===== src/rtl/xbus_pkg.sv =====
package xbus_pkg;

   typedef enum logic [1:0] {
      SRC_PORT = 2'd0,
      SRC_MASK = 2'd1,
      SRC_LIVE = 2'd2
   } pin_src_e;

   typedef struct packed {
      logic     bus_on;
      logic     emu_on;
      pin_src_e src;
   } mode_t;

endpackage


===== src/rtl/xbus_mode_dec.sv =====
module xbus_mode_dec
   import xbus_pkg::*;
#(
   parameter int CTL_W   = 8,
   parameter int EN_BIT_A = 0,
   parameter int EN_BIT_B = 7,
   parameter int EMU_BIT  = 3
) (
   input  logic [CTL_W-1:0] ctl_bits,
   input  logic             onchip_sel,
   output mode_t            mode
);

   generate
      if (EN_BIT_A >= CTL_W || EN_BIT_B >= CTL_W || EMU_BIT >= CTL_W) begin : g_bad_bits
         $error("xbus_mode_dec: control bit index outside control word");
      end
   endgenerate

   always_comb begin
      mode.bus_on = ctl_bits[EN_BIT_A] & ctl_bits[EN_BIT_B];
      mode.emu_on = ctl_bits[EMU_BIT];
      if (!mode.bus_on) begin
         mode.src = SRC_PORT;
      end else if (onchip_sel && !mode.emu_on) begin
         mode.src = SRC_MASK;
      end else begin
         mode.src = SRC_LIVE;
      end
   end

endmodule


===== src/rtl/xbus_addr_lane.sv =====
module xbus_addr_lane
   import xbus_pkg::*;
#(
   parameter int PORT_W = 8
) (
   input  pin_src_e          src,
   input  logic [PORT_W-1:0] addr_slice,
   input  logic [PORT_W-1:0] port_val,
   input  logic [PORT_W-1:0] port_oe,
   output logic [PORT_W-1:0] pin_out,
   output logic [PORT_W-1:0] pin_oe
);

   always_comb begin
      unique case (src)
         SRC_MASK: begin
            pin_out = '1;
            pin_oe  = '1;
         end
         SRC_LIVE: begin
            pin_out = addr_slice;
            pin_oe  = '1;
         end
         default: begin
            pin_out = port_val;
            pin_oe  = port_oe;
         end
      endcase
   end

endmodule


===== src/rtl/xbus_data_lane.sv =====
module xbus_data_lane
   import xbus_pkg::*;
#(
   parameter int PORT_W = 8
) (
   input  pin_src_e          src,
   input  logic              onchip_sel,
   input  logic              cpu_rnw,
   input  logic              phi2,
   input  logic [PORT_W-1:0] cpu_wdata,
   input  logic [PORT_W-1:0] cpu_rdata_int,
   input  logic [PORT_W-1:0] port_val,
   input  logic [PORT_W-1:0] port_oe,
   output logic [PORT_W-1:0] pin_out,
   output logic [PORT_W-1:0] pin_oe
);

   logic trace_cycle;
   logic ext_drive;

   assign trace_cycle = onchip_sel;
   assign ext_drive   = phi2 & ~cpu_rnw;

   always_comb begin
      unique case (src)
         SRC_MASK: begin
            pin_out = '1;
            pin_oe  = '1;
         end
         SRC_LIVE: begin
            if (trace_cycle) begin
               pin_out = cpu_rnw ? cpu_rdata_int : cpu_wdata;
               pin_oe  = '1;
            end else begin
               pin_out = cpu_wdata;
               pin_oe  = {PORT_W{ext_drive}};
            end
         end
         default: begin
            pin_out = port_val;
            pin_oe  = port_oe;
         end
      endcase
   end

endmodule


===== src/rtl/xbus_rd_capture.sv =====
module xbus_rd_capture #(
   parameter int DATA_W      = 8,
   parameter bit CAPTURE_REG = 1'b1
) (
   input  logic              clk,
   input  logic              rst_n,
   input  logic              take,
   input  logic [DATA_W-1:0] pin_in,
   output logic [DATA_W-1:0] rdata
);

   generate
      if (CAPTURE_REG) begin : g_reg
         logic [DATA_W-1:0] hold_q;
         always_ff @(posedge clk or negedge rst_n) begin
            if (!rst_n) begin
               hold_q <= '0;
            end else if (take) begin
               hold_q <= pin_in;
            end
         end
         assign rdata = hold_q;
      end else begin : g_pass
         logic unused_take;
         assign unused_take = take;
         assign rdata = pin_in;
      end
   endgenerate

endmodule


===== src/rtl/xbus_port_mux.sv =====
module xbus_port_mux
   import xbus_pkg::*;
#(
   parameter int ADDR_W      = 16,
   parameter int PORT_W      = 8,
   parameter int CTL_W       = 8,
   parameter int EN_BIT_A    = 0,
   parameter int EN_BIT_B    = 7,
   parameter int EMU_BIT     = 3,
   parameter bit CAPTURE_REG = 1'b1,
   localparam int N_APORT    = ADDR_W / PORT_W,
   localparam int N_PORT     = N_APORT + 1,
   localparam int GP_W       = N_PORT * PORT_W
) (
   input  logic              clk,
   input  logic              rst_n,
   input  logic [CTL_W-1:0]  ctl_bits,
   input  logic [ADDR_W-1:0] cpu_addr,
   input  logic [PORT_W-1:0] cpu_wdata,
   input  logic [PORT_W-1:0] cpu_rdata_int,
   input  logic              cpu_rnw,
   input  logic              onchip_sel,
   input  logic              phi2,
   input  logic [GP_W-1:0]   gp_out,
   input  logic [GP_W-1:0]   gp_oe,
   input  logic [PORT_W-1:0] data_pin_in,
   output logic [ADDR_W-1:0] addr_pin_out,
   output logic [ADDR_W-1:0] addr_pin_oe,
   output logic [PORT_W-1:0] data_pin_out,
   output logic [PORT_W-1:0] data_pin_oe,
   output logic [PORT_W-1:0] ext_rdata
);

   generate
      if (ADDR_W % PORT_W != 0) begin : g_bad_split
         $error("xbus_port_mux: ADDR_W must be a multiple of PORT_W");
      end
      if (N_APORT < 1) begin : g_no_aport
         $error("xbus_port_mux: at least one address port is needed");
      end
   endgenerate

   mode_t mode;
   logic  take_rd;

   xbus_mode_dec #(
      .CTL_W   (CTL_W),
      .EN_BIT_A(EN_BIT_A),
      .EN_BIT_B(EN_BIT_B),
      .EMU_BIT (EMU_BIT)
   ) u_dec (
      .ctl_bits  (ctl_bits),
      .onchip_sel(onchip_sel),
      .mode      (mode)
   );

   for (genvar p = 0; p < N_APORT; p++) begin : g_aport
      xbus_addr_lane #(.PORT_W(PORT_W)) u_lane (
         .src       (mode.src),
         .addr_slice(cpu_addr[p*PORT_W +: PORT_W]),
         .port_val  (gp_out[p*PORT_W +: PORT_W]),
         .port_oe   (gp_oe[p*PORT_W +: PORT_W]),
         .pin_out   (addr_pin_out[p*PORT_W +: PORT_W]),
         .pin_oe    (addr_pin_oe[p*PORT_W +: PORT_W])
      );
   end

   xbus_data_lane #(.PORT_W(PORT_W)) u_data (
      .src          (mode.src),
      .onchip_sel   (onchip_sel),
      .cpu_rnw      (cpu_rnw),
      .phi2         (phi2),
      .cpu_wdata    (cpu_wdata),
      .cpu_rdata_int(cpu_rdata_int),
      .port_val     (gp_out[N_APORT*PORT_W +: PORT_W]),
      .port_oe      (gp_oe[N_APORT*PORT_W +: PORT_W]),
      .pin_out      (data_pin_out),
      .pin_oe       (data_pin_oe)
   );

   assign take_rd = mode.bus_on & ~onchip_sel & cpu_rnw & phi2;

   xbus_rd_capture #(
      .DATA_W     (PORT_W),
      .CAPTURE_REG(CAPTURE_REG)
   ) u_cap (
      .clk   (clk),
      .rst_n (rst_n),
      .take  (take_rd),
      .pin_in(data_pin_in),
      .rdata (ext_rdata)
   );

endmodule


===== config.mk =====
export PLATFORM = sky130hd
export DESIGN_NAME = xbus_port_mux
export DESIGN_NICKNAME = d
export VERILOG_FILES = /design/src/rtl/xbus_pkg.sv /design/src/rtl/xbus_mode_dec.sv /design/src/rtl/xbus_addr_lane.sv /design/src/rtl/xbus_data_lane.sv /design/src/rtl/xbus_rd_capture.sv /design/src/rtl/xbus_port_mux.sv
export SDC_FILE = /design/constraint.sdc
export NUM_CORES = 1
export LEC_CHECK = 0
export ABC_AREA = 1
export BUFFER_PORTS_ARGS = -buffer_cell sky130_fd_sc_hd__buf_2
export CAP_MARGIN = 20
export CORE_ASPECT_RATIO = 1.4
export CORE_MARGIN = 4
export CORE_UTILIZATION = 34
export DETAILED_ROUTE_END_ITERATION = 6
export PLACE_DENSITY = 0.87
export SETUP_SLACK_MARGIN = 0.05
export SLEW_MARGIN = 20
export SYNTH_ARGS = -nofsm -noshare
export SYNTH_HDL_FRONTEND = slang
export SYNTH_SLANG_ARGS = --single-unit
export TNS_END_PERCENT = 1

===== constraint.sdc =====
create_clock -name clk -period 3.2 [get_ports clk]
set_clock_uncertainty 0.1 [all_clocks]
set_input_delay 0.96 -clock clk [delete_from_list [all_inputs] [get_ports clk]]
set_output_delay 0.96 -clock clk [all_outputs]
set_load 0.1 [all_outputs]

### Word-level counts from Yosys, hierarchy flattened

Cells that the tools add are included.
W data, S select, Z words.

* output and inout port bits: 56
* logic and storage cells: 24
* bits in registers: 8

* bitwise operators: 7
* multiplexer cells: 11
* reduce and logical (&&, ||, !) cells: 3
* eq/ne operators: 2

Operator list (count)
* $pmux W8 S2: 4
* $mux W8: 5
* $and A1 B1 Y1: 5
* $mux W2: 2
* $eq A2 B1 Y1 const B: 1
* $eq A2 B2 Y1 const B: 1
* $not A1 Y1: 2
* $reduce_or A2 Y1: 1
* $logic_and A1 B1 Y1: 1
* $logic_not A1 Y1: 1

### Depth between registers and ports, before layout

* depth in word-level cells: 7
* depth in mapped cells: 7
* mapped depth without buffers: 5

### Modules after synthesis

From an unflattened synthesis, not the netlist that was laid out.

* cells, all modules: 216
* area total of the unflattened synthesis: 1198.6 µm²

By module, submodules not included
* xbus_data_lane: area each 422.9 µm², times used 1, cells each 91
* xbus_addr_lane: area each 206.4 µm², times used 2, cells each 40
* xbus_rd_capture: area each 305.3 µm², times used 1, cells each 34
* xbus_mode_dec: area each 40.0 µm², times used 1, cells each 7
* xbus_port_mux: area each 17.5 µm², times used 1, cells each 4

### Least setup slack after synthesis

OpenSTA, ideal clock, no wires.

* kind: input -> output
* from: in ctl_bits[0]
* to: out data_pin_out[0]
* data arrival time: 2.697 ns
* buffers on the path: 2
* setup slack: -0.557 ns
* cell stages on the path: 7
* cells stage by stage: nand2_4 -> inv_2 -> buf_6 -> buf_6 -> nand2_1 -> nor2_1 -> nor2_1

* word-level cells in the longest chain between the ends: 4
* elaborated cells on any way between the ends: 5
* those cells by class: eq/ne: 2; mux: 2; bitwise: 1

RTL lines
* start: declaration: line xbus_port_mux.sv:17 `input logic [CTL_W-1:0] ctl_bits,`
* $and A1 B1 Y1 *: line xbus_mode_dec.sv:21 `mode.bus_on = ctl_bits[EN_BIT_A] & ctl_bits[EN_BIT_B];`
* $mux W2 *: line xbus_mode_dec.sv:23 `if (!mode.bus_on) begin`
* $eq A2 B2 Y1 or $eq A2 B1 Y1 (tied branches): line xbus_data_lane.sv:25 `unique case (src)`
* $pmux W8 S2 *: line xbus_data_lane.sv:25
* end: declaration: line xbus_port_mux.sv:29 `output logic [PORT_W-1:0] data_pin_out,`

Mark *: on every way between the ends. The rest lies on a longest branch, timed or not.

### Worst setup path in the final report

* from: in ctl_bits[0]
* to: out data_pin_out[2]

The elaborated chain is that of the path after synthesis.

==> impl_metrics.xml <==
<?xml version="1.0" encoding="UTF-8"?>
<metrics>
  <group name="sta">
    <metric name="ratio_of_final_minimum_period_to_clock_period" unit="%">95.51</metric>
    <metric name="clock.fmax" unit="MHz">327.2</metric>
    <metric name="timing_worst_slew_pin_value" unit="ps">486.3</metric>
    <metric name="final_period_minus_worst_setup_slack" unit="ps">3056</metric>
    <metric name="relSlewSlack" unit="%">67.80</metric>
    <metric name="timing.final.hold_violations" unit="">0</metric>
    <metric name="setup_viol_count_final" unit="">0</metric>
    <metric name="hold_ws" unit="ps">360.5</metric>
    <metric name="grt_setup_unrepaired" unit="">no</metric>
    <metric name="slew_viol_final" unit="">0</metric>
  </group>
  <group name="pwr">
    <metric name="power.total" unit="W">0.001194</metric>
    <metric name="power_density" unit="nW/um^2">435.9</metric>
    <metric name="p_leak" unit="nW">1.572</metric>
    <metric name="irDropWorstVdd" unit="mV">0.3798</metric>
  </group>
  <group name="logic_synthesis">
    <metric name="number_of_enable_flip_flop_cells_after_synthesis" unit="">0</metric>
    <metric name="synthCells" unit="">207</metric>
    <metric name="synth_top_family_by_area" unit="">simple AND/OR/NAND/NOR gates</metric>
    <metric name="postSynthRegisterBits" unit="">8</metric>
    <metric name="yosys.area_share.xor_xnor" unit="%">0</metric>
    <metric name="synth_adder_area_share" unit="%">0</metric>
    <metric name="post-synth-top-area-fraction" unit="%">24.35</metric>
    <metric name="yosys_warnings" unit="">0</metric>
    <metric name="muxShareOfSynthArea" unit="%">0</metric>
    <metric name="ys.flop_type" unit="">sky130_fd_sc_hd__dfrtp_1</metric>
    <metric name="synth-seq-area-share" unit="%">17.32</metric>
    <metric name="synth-compound-area-share" unit="%">0.7576</metric>
    <metric name="leading_cell_types_by_total_area_after_synthesis" unit="">sky130_fd_sc_hd__nand2_1 24%, sky130_fd_sc_hd__dfrtp_1 17%, sky130_fd_sc_hd__or2_2 11%, sky130_fd_sc_hd__nand3b_1 10%, sky130_fd_sc_hd__nor2_1 8.1%</metric>
    <metric name="synth_cell_type_count" unit="">18</metric>
    <metric name="synthesis.nets" unit="">308</metric>
    <metric name="synth-simple-area-share" unit="%">69.16</metric>
    <metric name="syn_avg_cell_area" unit="um^2">5.585</metric>
    <metric name="synth.largest_area_cell" unit="">sky130_fd_sc_hd__nand2_1</metric>
    <metric name="mappedNetlistArea" unit="um^2">1156</metric>
    <metric name="async_flop_share" unit="%">100.0</metric>
  </group>
  <group name="clocking">
    <metric name="max-clock-path-buffers" unit="">2</metric>
    <metric name="cts_buffers" unit="">3</metric>
    <metric name="worst_path_clk_slew" unit="ps">40</metric>
    <metric name="insertion_delay" unit="ps">220</metric>
    <metric name="cts.repair_timing.setup_buffer_count" unit="">0</metric>
    <metric name="cts-htree-levels" unit="">1</metric>
    <metric name="buffer_cell_driving_the_clock_tree_root" unit="">sky130_fd_sc_hd__clkbuf_8</metric>
    <metric name="tritoncts" unit="">yes</metric>
    <metric name="clkSinkCount" unit="">8</metric>
  </group>
  <group name="global_routing">
    <metric name="groute.usage.overall" unit="%">28.33</metric>
    <metric name="pin_count_of_the_biggest_net_entering_global_routing" unit="">41</metric>
    <metric name="grt_pass1_wl" unit="mm">9.597</metric>
    <metric name="grt_antenna_before_repair" unit="">0</metric>
    <metric name="grt_pass1_vias" unit="">2028</metric>
    <metric name="grt.overflow.total" unit="">0</metric>
  </group>
  <group name="layout">
    <metric name="layoutNonFillerInstCount" unit="">395</metric>
    <metric name="most_frequent_standard_cell_in_the_layout_excluding_fill_and_tap_cells" unit="">sky130_fd_sc_hd__buf_2</metric>
    <metric name="drive_above_1_share" unit="%">55.06</metric>
    <metric name="count_of_fill_cells_added_during_filler_insertion" unit="">164</metric>
    <metric name="nNetsFinal" unit="">459</metric>
    <metric name="areaGrowthSynthToFinish" unit="%">137.0</metric>
    <metric name="num_antenna_cells" unit="">0</metric>
    <metric name="final_core_utilization" unit="%">86.08</metric>
    <metric name="number_of_flip_flops_under_the_largest_register_name" unit="">8</metric>
    <metric name="mostFrequentLayoutCells" unit="">103 x sky130_fd_sc_hd__buf_2, 73 x sky130_fd_sc_hd__nand2_1, 49 x sky130_fd_sc_hd__buf_12, 21 x sky130_fd_sc_hd__or2_2, 19 x sky130_fd_sc_hd__inv_1</metric>
    <metric name="final_area" unit="um^2">2740</metric>
  </group>
  <group name="run">
    <metric name="max_cap_viol_count" unit="">0</metric>
  </group>
  <group name="floorplanning">
    <metric name="core_region_area" unit="um^2">3183</metric>
    <metric name="die_area" unit="um^2">4410</metric>
    <metric name="row_count" unit="">24</metric>
    <metric name="starting_utilization_of_the_core_area" unit="%">36.32</metric>
    <metric name="chipHeight" unit="um">77.00</metric>
    <metric name="boundaryPins" unit="">157</metric>
    <metric name="chipWidth" unit="um">57.28</metric>
  </group>
  <group name="worst_setup_path">
    <metric name="timing.critical_path.cells" unit="">buf_2, nand2_4, inv_4, buf_12, nand2_1, nor2_1, nor2_2, buf_12</metric>
    <metric name="r2r-end" unit="">u_cap.rdata[5]</metric>
    <metric name="worst_setup_path_category" unit="">input port to output pin</metric>
    <metric name="timing.critical_path.mode_cell" unit="">sky130_fd_sc_hd__buf_12</metric>
    <metric name="r2r.worst_path.cells" unit="">2</metric>
    <metric name="cp-start-kind" unit="">input port</metric>
    <metric name="critical_path_required" unit="ps">2140</metric>
    <metric name="crit_arrival" unit="ps">2000</metric>
    <metric name="cp-end-kind" unit="">output pin</metric>
    <metric name="largest_stage_delay_on_the_critical_path" unit="ps">200</metric>
    <metric name="worst-r2r-setup-slack" unit="ps">2480</metric>
    <metric name="crit-reg2reg-launch" unit="">u_cap.rdata[5]</metric>
    <metric name="timing.critical_path.slowest_stage_cell" unit="">sky130_fd_sc_hd__buf_12</metric>
    <metric name="crit_path_max_fanout" unit="">40</metric>
  </group>
  <group name="drt">
    <metric name="vias_per_cell" unit="">4.891</metric>
    <metric name="dr.first_iter.drc_count" unit="">89</metric>
    <metric name="drt-pass1-iter-count" unit="">4</metric>
    <metric name="antenna_violating_nets_post_route" unit="">0</metric>
    <metric name="finalWirelength" unit="mm">6.290</metric>
    <metric name="dr_total_vias" unit="">1932</metric>
    <metric name="post_drt_wl_per_cell" unit="um">15.92</metric>
    <metric name="drc" unit="">0</metric>
  </group>
  <group name="min_path">
    <metric name="min_to" unit="">u_cap.rdata[6]</metric>
    <metric name="hp-start" unit="">u_cap.rdata[6]</metric>
    <metric name="min_path_cells" unit="">2</metric>
    <metric name="min_path_type" unit="">flop to flop</metric>
  </group>
  <group name="place">
    <metric name="placed_cell_area" unit="um^2">2691</metric>
    <metric name="placedCellCount" unit="">392</metric>
    <metric name="buffer_ports.inserted" unit="">151</metric>
    <metric name="dpl_wire_length" unit="mm">5.666</metric>
    <metric name="routabilityCongestion" unit="">0.7433</metric>
  </group>
  <group name="outcome">
    <metric name="status" unit="">complete, no violations</metric>
  </group>
</metrics>
-- synthesized netlist by cell type, types with 2 or more instances --
| cell type | n |
|---|---|
| sky130_fd_sc_hd__dfrtp_1 | 8 |
| sky130_fd_sc_hd__nor2_1 | 25 |
| sky130_fd_sc_hd__nand3b_1 | 16 |
| sky130_fd_sc_hd__clkbuf_1 | 3 |
| sky130_fd_sc_hd__or2_0 | 3 |
| sky130_fd_sc_hd__nand3_1 | 16 |
| sky130_fd_sc_hd__inv_1 | 19 |
| sky130_fd_sc_hd__nand2_1 | 75 |
| sky130_fd_sc_hd__or2_2 | 21 |
| sky130_fd_sc_hd__or2_1 | 8 |
| sky130_fd_sc_hd__buf_2 | 3 |
| sky130_fd_sc_hd__nor2_2 | 2 |
| sky130_fd_sc_hd__buf_6 | 3 |
-- cell type report --
type	instances	area [um^2]	area share, %
well taps	39	48.80	1.781
clock buffers	3	41.29	1.507
multi-input cells	168	838.3	30.59
repair buffers	157	1534	55.98
inverters	20	77.57	2.831
flip-flops and latches	8	200.2	7.306
-- repair_timing --
action | in CTS | in global routing
endpoints found under the setup margin | 0 | 14
hold endpoints to repair | 0 | 0
hold buffers | 0 | 0
gates resized for setup | 0 | 4
-- through the flow --
stage	TNS, ps	setup slack, ps
final	0	143.5
after global placement	0	150.4
after CTS	0	51.52
after detailed placement	0	51.22
after floorplan	-689.3	-98.46
after global routing	0	67.19
-- how the worst max path moves through the flow --
stage          slack (ps)   startpoint         endpoint
2_1_floorplan        -100  ctl_bits[0]  data_pin_out[1]
3_3_place_gp          150  ctl_bits[0]  data_pin_out[0]
3_5_place_dp           50      cpu_rnw  data_pin_out[2]
4_1_cts                50      cpu_rnw  data_pin_out[2]
5_1_grt                70   onchip_sel  addr_pin_out[0]
6_report              140  ctl_bits[0]  data_pin_out[2]
-- routing by layer --
metal	vias to the layer above	wire, um	GRT usage, %
met5	-	0	0
met1	876	1853	24.97
met2	116	3568	56.41
met3	16	683	9.748
li1	924	-	-
met4	0	185	9.745
-- kinds of logic after synthesis --
kind of cell,after synthesis
buffers and inverters,31
AOI/OAI and AO/OA,1
DFF,8
and+or+nand+nor,167
-- critical path: cells and delay by family --
kind / cells / cell delay, ps
buf+inv: 4 / 600
simple gates: 4 / 420
-- report_power, final --
group | switching (W) | total, W | internal [W]
sequential | 0.00000938 | 0.000132 | 0.000122
clock | 0.0000336 | 0.000115 | 0.0000810
combinational | 0.000660 | 0.000948 | 0.000288
Power figures use the tool's default switching activity.
